===== src/rtl/ddr2rl_pkg.sv =====
package ddr2rl_pkg;
  localparam int unsigned CODE_W = 3;
  localparam int unsigned CL_MIN = 3;
  localparam int unsigned CL_MAX = 7;

  typedef logic [CODE_W-1:0] lat_code_t;

  // Codes below the minimum CAS latency are reserved; legal codes equal their CL.
  function automatic logic code_is_legal(input lat_code_t c);
    return int'(c) >= int'(CL_MIN);
  endfunction
endpackage


===== src/rtl/ddr2rl_mode_reg.sv =====
module ddr2rl_mode_reg
  import ddr2rl_pkg::*;
#(
  parameter int unsigned AL_MAX = 4,
  parameter int unsigned LAT_W  = 4
) (
  input  logic             clk,
  input  logic             rst,
  input  logic             load,
  input  lat_code_t        code,
  input  logic [2:0]       al_in,
  input  logic             busy,
  output logic [LAT_W-1:0] lat,
  output logic             cfg_ok,
  output logic             load_take,
  output logic             load_err
);
  lat_code_t  cl_q;
  logic [2:0] al_q;
  logic       ok_q;
  logic       legal;

  always_comb begin
    legal     = code_is_legal(code) && (int'(al_in) <= int'(AL_MAX));
    load_take = load && !busy;
    load_err  = load && (busy || !legal);
  end

  always_ff @(posedge clk) begin
    if (rst) begin
      cl_q <= lat_code_t'(CL_MIN);
      al_q <= '0;
      ok_q <= 1'b1;
    end else if (load_take) begin
      cl_q <= code;
      al_q <= al_in;
      ok_q <= legal;
    end
  end

  assign lat    = LAT_W'(cl_q) + LAT_W'(al_q);
  assign cfg_ok = ok_q;

  // A valid configuration never holds a reserved code or an out-of-range AL.
  assert_cfg_legal_R5: assert property (@(posedge clk) disable iff (rst)
    ok_q |-> (int'(cl_q) >= int'(CL_MIN)) && (int'(al_q) <= int'(AL_MAX)));

  // A load while busy leaves the latency untouched.
  assert_busy_hold_R8: assert property (@(posedge clk) disable iff (rst)
    (load && busy) |=> ($stable(cl_q) && $stable(al_q) && $stable(ok_q)));
endmodule


===== src/rtl/ddr2rl_delay_line.sv =====
module ddr2rl_delay_line #(
  parameter int unsigned DEPTH = 13,
  parameter int unsigned LAT_W = 4
) (
  input  logic             clk,
  input  logic             rst,
  input  logic             clear,
  input  logic             launch,
  input  logic [LAT_W-1:0] lat,
  output logic             dv_next,
  output logic             beat_next,
  output logic             in_flight,
  output logic             recent
);
  logic [DEPTH-1:0] pipe_q;

  always_ff @(posedge clk) begin
    if (rst || clear) pipe_q <= '0;
    else              pipe_q <= {pipe_q[DEPTH-2:0], launch};
  end

  // Tap selection by comparison keeps every index inside the line.
  always_comb begin
    dv_next   = 1'b0;
    beat_next = 1'b0;
    in_flight = 1'b0;
    for (int i = 0; i < int'(DEPTH); i++) begin
      if (pipe_q[i] && ((i + 1 == int'(lat)) || (i == int'(lat)))) dv_next = 1'b1;
      if (pipe_q[i] && (i == int'(lat)))                          beat_next = 1'b1;
      if (pipe_q[i] && (i <= int'(lat)))                          in_flight = 1'b1;
    end
    recent = pipe_q[0];
  end

  // Two launches on adjacent edges never coexist in the line.
  assert_spacing_R7: assert property (@(posedge clk) disable iff (rst)
    $onehot0(pipe_q[1:0]));
endmodule


===== src/rtl/ddr2_read_latency_seq.sv =====
module ddr2_read_latency_seq
  import ddr2rl_pkg::*;
#(
  parameter int unsigned AL_MAX = 4
) (
  input  logic       clk,
  input  logic       rst,
  input  logic       mrs_load,
  input  logic [2:0] mrs_cl_code,
  input  logic [2:0] mrs_al,
  input  logic       rd_cmd,
  output logic       data_valid,
  output logic       beat_pair,
  output logic       rd_error
);
  localparam int unsigned DEPTH = AL_MAX + CL_MAX + 2;
  localparam int unsigned LAT_W = $clog2(DEPTH + 1);

  logic [LAT_W-1:0] lat;
  logic cfg_ok, load_take, load_err;
  logic dv_next, beat_next, in_flight, recent;
  logic rd_take, err_d;
  logic dv_q, beat_q, err_q;

  ddr2rl_mode_reg #(.AL_MAX(AL_MAX), .LAT_W(LAT_W)) i_mode (
    .clk(clk), .rst(rst), .load(mrs_load), .code(mrs_cl_code), .al_in(mrs_al),
    .busy(in_flight || rd_cmd), .lat(lat), .cfg_ok(cfg_ok),
    .load_take(load_take), .load_err(load_err)
  );

  ddr2rl_delay_line #(.DEPTH(DEPTH), .LAT_W(LAT_W)) i_line (
    .clk(clk), .rst(rst), .clear(load_take), .launch(rd_take), .lat(lat),
    .dv_next(dv_next), .beat_next(beat_next), .in_flight(in_flight), .recent(recent)
  );

  always_comb begin
    rd_take = rd_cmd && cfg_ok && !recent;
    err_d   = (rd_cmd && !rd_take) || load_err;
  end

  always_ff @(posedge clk) begin
    if (rst) begin
      dv_q   <= 1'b0;
      beat_q <= 1'b0;
      err_q  <= 1'b0;
    end else begin
      dv_q   <= dv_next;
      beat_q <= beat_next;
      err_q  <= err_d;
    end
  end

  assign data_valid = dv_q;
  assign beat_pair  = beat_q;
  assign rd_error   = err_q;

  assert_reset_idle_R1: assert property (@(posedge clk) disable iff (rst)
    $past(rst) |-> (!data_valid && !beat_pair && !rd_error));

  assert_pair_follows_R4: assert property (@(posedge clk) disable iff (rst)
    (data_valid && !beat_pair) |=> (data_valid && beat_pair));

  assert_beat_in_window_R4: assert property (@(posedge clk) disable iff (rst)
    beat_pair |-> data_valid);

  assert_bad_cfg_read_R5: assert property (@(posedge clk) disable iff (rst)
    (rd_cmd && !cfg_ok) |=> rd_error);
endmodule


===== config.mk =====
export PLATFORM = sky130hd
export DESIGN_NAME = ddr2_read_latency_seq
export DESIGN_NICKNAME = d
export VERILOG_FILES = /design/src/rtl/ddr2rl_pkg.sv /design/src/rtl/ddr2rl_mode_reg.sv /design/src/rtl/ddr2rl_delay_line.sv /design/src/rtl/ddr2_read_latency_seq.sv
export SDC_FILE = /design/constraint.sdc
export NUM_CORES = 1
export LEC_CHECK = 0
export BUFFER_PORTS_ARGS = -buffer_cell sky130_fd_sc_hd__buf_4
export CELL_PAD_IN_SITES_DETAIL_PLACEMENT = 0
export CELL_PAD_IN_SITES_GLOBAL_PLACEMENT = 1
export CORE_MARGIN = 2
export CORE_UTILIZATION = 44
export DETAILED_ROUTE_END_ITERATION = 12
export HOLD_SLACK_MARGIN = 0.03
export PLACE_DENSITY_LB_ADDON = 0.12
export SLEW_MARGIN = 20
export SYNTH_ARGS = -nofsm -noshare
export SYNTH_HDL_FRONTEND = slang
export SYNTH_SLANG_ARGS = --single-unit

===== constraint.sdc =====
create_clock -name clk -period 3.5 [get_ports clk]
set_clock_uncertainty 0.15 [all_clocks]
set_input_delay 0.35 -clock clk [delete_from_list [all_inputs] [get_ports clk]]
set_output_delay 0.35 -clock clk [all_outputs]
set_load 0.05 [all_outputs]

==> flow_metrics.py, run 1 <==
metrics = {
    "outcome": {
        "status": "complete, but fails checks",
        "violations": "DRC",
    },
    "grt": {
        "met1_usage": 0.284,
        "grt_pass1_vias": 982,
        "track_usage": 0.190,
        "grt_pass1_wl_mm": 4.85,
        "grt_max_degree": 31,
        "grt.overflow.total": 0,
        "met3_usage": 0.0264,
        "antenna_found_initial": 0,
        "grt_use_met2": 0.257,
        "grt_busiest_layer": "met1",
    },
    "yosys": {
        "yosys_register_bits": 23,
        "seq_area_frac_synth": 0.347,
        "ys_types": 45,
        "synth.cell_area_um2": 1330,
        "synth_area_per_cell_um2": 9.27,
        "synth.net_count": 157,
        "syn_inst": 143,
        "yosysWarnings": 0,
    },
    "clocking": {
        "clk_pin_slew_worst_paths_ns": 0.13,
        "ctsLongestPathBuffers": 2,
        "cts_htree_levels": 1,
        "insertion_delay_ns": 0.31,
        "ctsResizeCount": 0,
        "clock-sinks": 23,
        "cts_inserted_buffers": 3,
        "cts_tree": "done",
        "cts_root_buf": "clkbuf_4",
        "postCtsSetupBuffers": 0,
        "cts-hold-fix-buffers": 0,
    },
    "power_and_ir_drop": {
        "p_leak_uw": 0.000566,
        "power_uw": 568,
        "powerDensity_nw_per_um2": 376,
        "peakVddDrop_mv": 0.281,
    },
    "worst_hold_path": {
        "min_path_type": "input port to flop",
    },
    "die": {
        "core_um2": 2810,
        "start_util": 0.473,
        "die_area_um2": 3470,
        "io_pins": 13,
        "rows": 19,
        "die_width_um": 58.9,
        "dieHeight_um": 58.9,
    },
    "routing": {
        "wirelength_mm": 2.89,
        "firstDrtPassIters": 8,
        "route.detailed.drc": 1,
        "ant_nets": 0,
        "via_per_inst": 5.78,
        "num_vias": 1087,
        "wl_per_cell_um": 15.4,
        "drt_first_iter_violations": 57,
    },
    "timing": {
        "relSlewSlack": 0.359,
        "max_freq_mhz": 314,
        "maxSlewViolCount": 0,
        "setup_viol": 0,
        "fin_crit_ns": 3.19,
        "hold_viol_final": 0,
        "rsz0062_at_grt": "false",
        "setup_tns_ns": 0,
        "fin_crit_sh": 0.910,
        "tightest_slew_ns": 0.954,
    },
    "critical_path": {
        "worst_ep_arrival_time_ns": 3.28,
        "required_ns": 3.60,
        "start_kind": "flop",
        "endpoint_kind": "flop",
        "critPathMaxFanout": 11,
        "worstSetupPathType": "flop to flop",
    },
    "layout": {
        "diodes": 0,
        "area.growth.synth_to_final_pct": 13.8,
        "nNetsFinal": 172,
        "drive_gt1_frac": 0.242,
    },
    "placement": {
        "port-buffer-count": 12,
        "hpwl_mm": 2.08,
        "gp_congestion": 0.852,
    },
    "flow_run": {
        "cap_violations": 0,
    },
}
[per-stage QoR]
| step | std cells | hold slack (ns) | cell area (µm²) | utilization | worst slack (ns) |
|---|---|---|---|---|---|
| after global placement | 180 | 0.318 | 1420 | 0.508 | 0.322 |
| final | 188 | 0.147 | 1510 | 0.538 | 0.315 |
| after global routing | 188 | 0.136 | 1510 | 0.538 | 0.0980 |
| after CTS | 184 | 0.141 | 1450 | 0.518 | 0.176 |
| after floorplan | 143 | 0.303 | 1330 | - | 0.582 |
| after detailed placement | 180 | 0.323 | 1420 | 0.508 | 0.229 |
[final cells by class]
| cell class | count | area (µm²) |
|---|---|---|
| clock inverter | 1 | 7.51 |
| sequential | 23 | 460 |
| clock buffer | 3 | 22.5 |
| tap | 31 | 38.8 |
| inverter | 5 | 18.8 |
| fill | 272 | 1300 |
| timing repair buffer | 18 | 160 |
| multi-input combinational | 107 | 801 |
[report_power, final]
group | total (µW) | switching [µW] | internal (µW)
sequential | 279 | 6.46 | 273
clock | 125 | 81.1 | 43.6
combinational | 164 | 95.0 | 69.0
total | 568 | 183 | 385
[registers in the layout, indices dropped and copies added (netlist names)]
name and count:
i_line.pipe_q 13, i_mode.al_q 3, i_mode.cl_q 3, data_valid 1
i_mode.cfg_ok 1, rd_error 1, beat_pair 1
[metal layers]
metal,vias up,routed length (µm),share of wire
li1,552,-,-
met1,499,1420,0.49
met2,28,1250,0.43
met3,8,137,0.047
met4,0,79,0.027
met5,-,0,0
[synth_stat cells, drive strengths merged]
cell,n,area (µm²)
o21ai,7,35.0
or2,1,6.26
o211ai,2,15.0
nand3b,1,7.51
dfxtp,23,460
nor4,2,12.5
and3,1,6.26
xor2,1,8.76
inv,5,18.8
a211o,2,17.5
a31o,1,8.76
or4,1,7.51
o21a,1,7.51
clkbuf,7,26.3
buf,1,20.0
xnor2,1,8.76
nand3,3,15.0
a21oi,7,46.3
nand2b,12,75.1
nor3,2,15.0
a32o,1,10.0
nor4b,1,8.76
fa,1,20.0
a21o,1,7.51
o31ai,1,7.51
ha,3,37.5
nor2,15,63.8
mux2,2,22.5
a31oi,4,25.0
o22ai,2,12.5
a211oi,1,7.51
mux2i,7,70.1
o31a,1,8.76
nand2,4,15.0
or4b,1,13.8
a2bb2oi,2,17.5
a22o,1,8.76
a41oi,2,17.5
nor3b,11,128
nor2b,1,6.26
[kinds of logic after synthesis]
logic type               synth area share
multiplexers                       0.0698
buffers and inverters              0.0491
XOR/XNOR                           0.0132
flip-flops                          0.347
adder cells (fa/ha/maj)            0.0434
AO/OA/AOI/OAI                       0.191
AND/OR/NAND/NOR                     0.287
[critical path, stage by stage (launching register included)]
cell and delay (ns):
dfxtp_1 0.36, ha_1 0.17, inv_1 0.05, fa_1 0.41, xnor2_1 0.79, nand3_1 0.24, o211ai_1 0.16, a32o_1 0.29
nor2_4 0.06, buf_12 0.15, buf_12 0.13, nor3b_1 0.15
[placed cells by master, fill, tap and decap left out, types with 4 or more instances in the layout]
cell type and n:
inv_1 5, a31oi_1 4, buf_4 16, a21oi_1 6, mux2i_1 7, nor3b_2 9, o21ai_0 6, nor2_1 14
nand2_1 4, dfxtp_1 23, nand2b_1 12
[worst paths after layout]
kind / startpoint / end / slack, ns / depth (start not counted)
worst max-delay path: i_mode.al_q[0] / i_line.pipe_q[8] / 0.31 / 11
worst min register to register: i_mode.al_q[2] / i_mode.al_q[2] / 0.34 / 2
worst max register to register: i_mode.al_q[0] / i_line.pipe_q[8] / 0.31 / 11
worst min-delay path: mrs_cl_code[1] / i_mode.cl_q[1] / 0.15 / 3
(Power assumes the default switching activity.)
==> inputs of run 2 (changes only) <==
Settings changed: CORE_UTILIZATION 44 to 43, SYNTH_HIERARCHICAL set to 1.
==> flow_metrics.py, run 2 <==
metrics = {
    "critical_path": {
        "rrSetupSlack_ns": 0.32,
        "required_ns": 3.61,
        "endpoint_kind": "flop",
        "path_cells": "ha_1 -> inv_1 -> fa_1 -> xnor2_2 -> nor2b_1 -> a21oi_1 -> o211a_1 -> nand4_1 -> or2_1 -> nand2b_4 -> inv_8 -> nor2_1 -> and2_1",
        "worst_ep_arrival_time_ns": 3.29,
        "r2r_start": "i_mode/cl_q[0]",
        "reg2reg_depth": 13,
        "critPathMaxFanout": 12,
        "worst-path-buf-inv": 2,
        "crit_start": "i_mode/cl_q[0]",
        "path_delay_family": "simple AND/OR/NAND/NOR gates",
        "slowest_stage": "fa_1",
        "start_kind": "flop",
        "slowest_delay_ns": 0.40,
        "worstSetupPathType": "flop to flop",
        "rr_endpoint": "i_line/pipe_q[2]",
    },
    "placement": {
        "hpwl_mm": 1.92,
        "place_area_um2": 1350,
        "port-buffer-count": 12,
        "dp_cells": 177,
        "gp_congestion": 0.797,
        "pre_cts_slack_ns": 0.166,
    },
    "yosys": {
        "synth_top_family_by_area": "simple AND/OR/NAND/NOR gates",
        "synth_adder_area_share": 0.0540,
        "async_flop_share": 0,
        "synth-simple-area-share": 0.277,
        "synth.cell_area_um2": 1250,
        "synth-xor-area-share": 0.00700,
        "synthTopCellsByCount": "23 x dfxtp_1, 14 x nand2_1, 13 x and2_1",
        "yosys.area.top_type": "dfxtp_1",
        "synth_compound_area_frac": 0.184,
        "yosysMostFrequentCell": "dfxtp_1",
        "yosysWarnings": 6,
        "syn_inst": 139,
        "netlist_top_cells_area": "dfxtp_1 37%, and2_1 6.5%, a21oi_1 4.4%, nand2_1 4.2%, mux2i_1 4.0%",
        "synthMuxAreaShare": 0.0400,
        "ys_types": 45,
        "synthFlopType": "dfxtp_1",
        "yosys_register_bits": 23,
        "synth.net_count": 153,
        "synth-edff-count": 0,
        "yosys.area.top_type_share": 0.368,
        "seq_area_frac_synth": 0.368,
        "synth_area_per_cell_um2": 9.00,
    },
    "timing": {
        "holdWs_ns": 0.0989,
        "maxSlewViolCount": 0,
        "tightest_slew_ns": 0.494,
        "relSlewSlack": 0.669,
        "fin_crit_sh": 0.908,
        "hold_viol_final": 0,
        "fin_crit_ns": 3.18,
        "setup_tns_ns": 0,
        "setup_ws_ns": 0.321,
        "max_freq_mhz": 315,
        "rsz0062_at_grt": "false",
        "setup_viol": 0,
    },
    "layout": {
        "diodes": 0,
        "seq_area_um2": 460,
        "fillCellCount": 273,
        "top_regs": "i_line/pipe_q: 13 flops, i_mode/al_q: 3 flops, i_mode/cl_q: 3 flops",
        "multi_input_area_um2": 711,
        "final_cell_area_um2": 1390,
        "final_cell_mix": "23 x dfxtp_1, 15 x buf_4, 14 x nand2_1, 13 x and2_1, 11 x a21oi_1",
        "stdcell_count": 181,
        "nNetsFinal": 165,
        "area.growth.synth_to_final_pct": 10.8,
        "drive_gt1_frac": 0.180,
        "largest_register_ffs": 13,
        "final_common_cell": "dfxtp_1",
        "largest-register": "i_line/pipe_q",
    },
    "clocking": {
        "cts_inserted_buffers": 3,
        "insertion_delay_ns": 0.31,
        "cts_tree": "done",
        "cts_htree_levels": 1,
        "ctsLongestPathBuffers": 2,
        "clock-sinks": 23,
        "clk_pin_slew_worst_paths_ns": 0.13,
        "cts_root_buf": "clkbuf_4",
    },
    "outcome": {
        "status": "finished clean",
    },
    "routing": {
        "wl_per_cell_um": 13.8,
        "route.detailed.drc": 0,
        "firstDrtPassIters": 4,
        "ant_nets": 0,
        "via_per_inst": 5.39,
        "wirelength_mm": 2.50,
        "drt_first_iter_violations": 7,
        "num_vias": 976,
    },
    "power_and_ir_drop": {
        "p_leak_uw": 0.000591,
        "peakVddDrop_mv": 0.381,
        "powerDensity_nw_per_um2": 383,
    },
    "worst_hold_path": {
        "holdPathStages": 2,
        "min_path_type": "input port to flop",
        "min-delay-start": "mrs_cl_code[1]",
        "hold_path_end": "i_mode/cl_q[1]",
    },
    "grt": {
        "grt_pass1_vias": 935,
        "track_usage": 0.163,
        "grt_max_degree": 18,
        "grt_pass1_wl_mm": 4.26,
        "antenna_found_initial": 0,
        "grt.overflow.total": 0,
    },
    "die": {
        "die_area_um2": 3360,
        "die_width_um": 57.9,
        "start_util": 0.454,
        "core_um2": 2760,
        "rows": 19,
        "io_pins": 13,
        "dieHeight_um": 57.9,
    },
    "flow_run": {
        "cap_violations": 0,
    },
}
[run 2: changes by cell type after synthesis, sizes merged, moves of 3 or more]
cell / before / now
a31oi: 4 / 0
nand3b: 1 / 6
nor2: 15 / 4
buf: 1 / 7
a21oi: 7 / 11
nor3b: 11 / 0
clkbuf: 7 / 1
nand2b: 12 / 3
nand2: 4 / 14
and2: 0 / 13
nand4: 0 / 3
[run 2: per-stage QoR]
| step | utilization | total power, µW |
|---|---|---|
| 2_1_floorplan | - | 382 |
| 3_3_place_gp | 0.489 | 410 |
| 3_5_place_dp | 0.489 | 411 |
| 4_1_cts | 0.500 | 537 |
| 5_1_grt | 0.503 | 565 |
| 6_report | 0.503 | 531 |
[run 2: cells by family (layout without fill, tap and decap cells)]
logic type / Yosys count / count (layout)
simple gates: 56 / 56
compound gates: 34 / 34
flops: 23 / 23
buf+inv: 15 / 26
fa+ha+maj: 5 / 5
mux: 5 / 5
xor+xnor: 1 / 1
[run 2: per-layer routing]
layer / routed length (µm) / vias up / track usage
met5: 0 / - / 0
met4: 16 / 0 / 0.0365
met3: 94 / 2 / 0.0424
met2: 1150 / 18 / 0.258
met1: 1240 / 445 / 0.223
li1: - / 511 / -
[run 2: area by class of cell]
cell class	count	area share
Clock buffer	3	0.0162
Sequential cell	23	0.332
Inverter	7	0.0244
Multi-Input combinational cell	101	0.513
Clock inverter	1	0.00542
Timing Repair Buffer	15	0.0812
Tap cell	31	0.0280
[run 2: worst max-delay path by stage]
stage / slack, ns / endpoint / cells past startpoint
5_1_grt: 0.01 / i_line/pipe_q[9] / 13
3_5_place_dp: 0.17 / i_line/pipe_q[7] / 13
6_report: 0.32 / i_line/pipe_q[2] / 13
4_1_cts: 0.14 / i_line/pipe_q[7] / 13
3_3_place_gp: 0.25 / i_line/pipe_q[10] / 13
2_1_floorplan: 0.52 / i_line/pipe_q[0] / 16
[run 2: worst reg2reg max path, delay by kind of cell, from the launching register on]
kind                       cells  cell delay, ns
buffers and inverters          2            0.12
xor gates and xnor gates       1            0.36
and+or+nand+nor                6            1.27
DFF                            1            0.37
adders and majority gates      2            0.58
AOI/OAI and AO/OA              2            0.30
[run 2: timing repair]
item | 4_1_cts | 5_1_grt
hold buffers | 0 | 0
endpoints found under the setup margin | 0 | 12
buffers inserted | 0 | 0
resized for setup | 0 | 1
[run 2: where the power goes]
group | leakage [µW] | internal [µW] | total, µW | switching, µW
clock | 0.0000139 | 43.6 | 124 | 80.1
sequential | 0.000187 | 271 | 278 | 6.32
combinational | 0.000390 | 58.6 | 130 | 71.4
==> inputs of run 3 (changes only) <==
Settings changed: GPL_TIMING_DRIVEN set to 0.
==> flow_metrics.py, run 3 (synthesis gave the netlist of run 2 again) <==
metrics = {
    "timing": {
        "fin_crit_sh": 0.900,
        "tightest_slew_ns": 0.321,
        "fin_crit_ns": 3.15,
        "max_freq_mhz": 317,
        "holdWs_ns": 0.0958,
        "setup_viol": 0,
        "setup_ws_ns": 0.350,
        "maxSlewViolCount": 0,
        "hold_viol_final": 0,
        "rsz0062_at_grt": "false",
        "setup_tns_ns": 0,
        "relSlewSlack": 0.786,
    },
    "layout": {
        "final_cell_area_um2": 1410,
        "fillCellCount": 275,
        "final_cell_mix": "23 x dfxtp_1, 14 x nand2_1, 13 x and2_1, 13 x buf_4, 10 x a21oi_1",
        "diodes": 0,
        "area.growth.synth_to_final_pct": 12.6,
        "largest-register": "i_line/pipe_q",
        "fin_util": 0.511,
        "multi_input_area_um2": 709,
        "seq_area_um2": 460,
        "nNetsFinal": 169,
        "drive_gt1_frac": 0.201,
        "final_common_cell": "dfxtp_1",
        "top_regs": "i_line/pipe_q: 13 flops, i_mode/al_q: 3 flops, i_mode/cl_q: 3 flops",
        "largest_register_ffs": 13,
    },
    "routing": {
        "route.met2.wl_mm": 1.15,
        "ant_nets": 0,
        "top_layer": "met4",
        "num_vias": 1001,
        "via_per_inst": 5.41,
        "wl_met1_mm": 1.24,
        "wl_met3_um": 81,
        "route.detailed.drc": 0,
        "wirelength_mm": 2.50,
        "wl_per_cell_um": 13.5,
        "firstDrtPassIters": 4,
        "drt_first_iter_violations": 17,
    },
    "die": {
        "core_um2": 2760,
        "rows": 19,
        "io_pins": 13,
        "die_width_um": 57.9,
        "dieHeight_um": 57.9,
        "die_area_um2": 3360,
        "start_util": 0.454,
    },
    "grt": {
        "antenna_found_initial": 0,
        "grt_pass1_wl_mm": 4.14,
        "grt.overflow.total": 0,
        "grt_max_degree": 14,
        "grt_pass1_vias": 927,
        "track_usage": 0.158,
    },
    "placement": {
        "port-buffer-count": 12,
        "hpwl_mm": 1.91,
        "gp_congestion": 0.824,
        "pre_cts_slack_ns": 0.152,
        "place_area_um2": 1380,
    },
    "power_and_ir_drop": {
        "p_sw_uw": 159,
        "power.internal_uw": 376,
        "peakVddDrop_mv": 0.255,
        "p_seq_frac": 0.518,
        "p_leak_uw": 0.000605,
        "powerDensity_nw_per_um2": 380,
        "power_frac_comb": 0.249,
        "pwr-share-clk": 0.233,
        "netSwitchingFraction": 0.297,
    },
    "worst_hold_path": {
        "min_path_type": "input port to flop",
        "min-delay-start": "mrs_cl_code[1]",
    },
    "flow_run": {
        "cap_violations": 0,
    },
    "clocking": {
        "cts_htree_levels": 1,
        "clk_pin_slew_worst_paths_ns": 0.13,
        "ctsResizeCount": 0,
        "postCtsSetupBuffers": 0,
        "ctsLongestPathBuffers": 2,
        "cts_tree": "done",
        "cts_root_buf": "clkbuf_4",
        "clock-sinks": 23,
        "insertion_delay_ns": 0.31,
        "cts_inserted_buffers": 3,
        "cts-hold-fix-buffers": 0,
    },
    "critical_path": {
        "endpoint_kind": "flop",
        "rrSetupSlack_ns": 0.35,
        "worst_ep_arrival_time_ns": 3.22,
        "critPathMaxFanout": 9,
        "required_ns": 3.57,
        "r2r_start": "i_mode/al_q[0]",
        "start_kind": "flop",
        "worstSetupPathType": "flop to flop",
        "crit_start": "i_mode/al_q[0]",
    },
    "outcome": {
        "status": "finished clean",
    },
}
run 3: cell types whose count changed in the layout (fill, tap and decap cells not counted), sizes merged:
cell and change:
buf +4, clkbuf +1, clkinvlp -1
run 3: final timing paths:
| check | to | cells past startpoint |
|---|---|---|
| max reg2reg | i_mode/cl_q[1] | 15 |
| min | i_mode/cl_q[1] | 2 |
| max | i_mode/cl_q[1] | 15 |
| min reg2reg | i_mode/cl_q[2] | 2 |
run 3: routing by layer:
metal | up-vias | track usage
li1 | 518 | -
met1 | 463 | 0.215
met2 | 16 | 0.256
met3 | 4 | 0.0268
met4 | 0 | 0.0498
met5 | - | 0
run 3: per-stage QoR:
stage	cells	power, µW
after floorplan	139	382
after global placement	182	415
after detailed placement	182	416
after CTS	186	541
after global routing	185	566
final	185	535
run 3: area by class of cell:
type / instances / area share
plain buffers: 7 / 0.0355
clock buffers: 4 / 0.0187
inverters: 7 / 0.0240
multi-input cells: 101 / 0.504
flip-flops and latches: 23 / 0.327
well taps: 31 / 0.0275
repair buffers: 12 / 0.0639
run 3: worst max-delay path, stage by stage (launching register included):
cell      delay (ns)
dfxtp_1         0.36
ha_1            0.18
inv_1           0.06
fa_1            0.37
xnor2_1         0.15
buf_6           0.14
a211o_1         0.26
a211oi_1        0.24
o211a_1         0.17
nand4_1         0.09
or2_1           0.24
nand2b_4        0.14
buf_6           0.14
inv_8           0.07
nor2_2          0.03
a211o_1         0.26
run 3: power groups by stage:
stage          Combinational, µW  Clock, µW  Sequential, µW
2_1_floorplan               90.0          0             292
6_report                     133        125             277
3_5_place_dp                 133          0             283
3_3_place_gp                 131          0             283
5_1_grt                      147        141             278
4_1_cts                      133        130             277
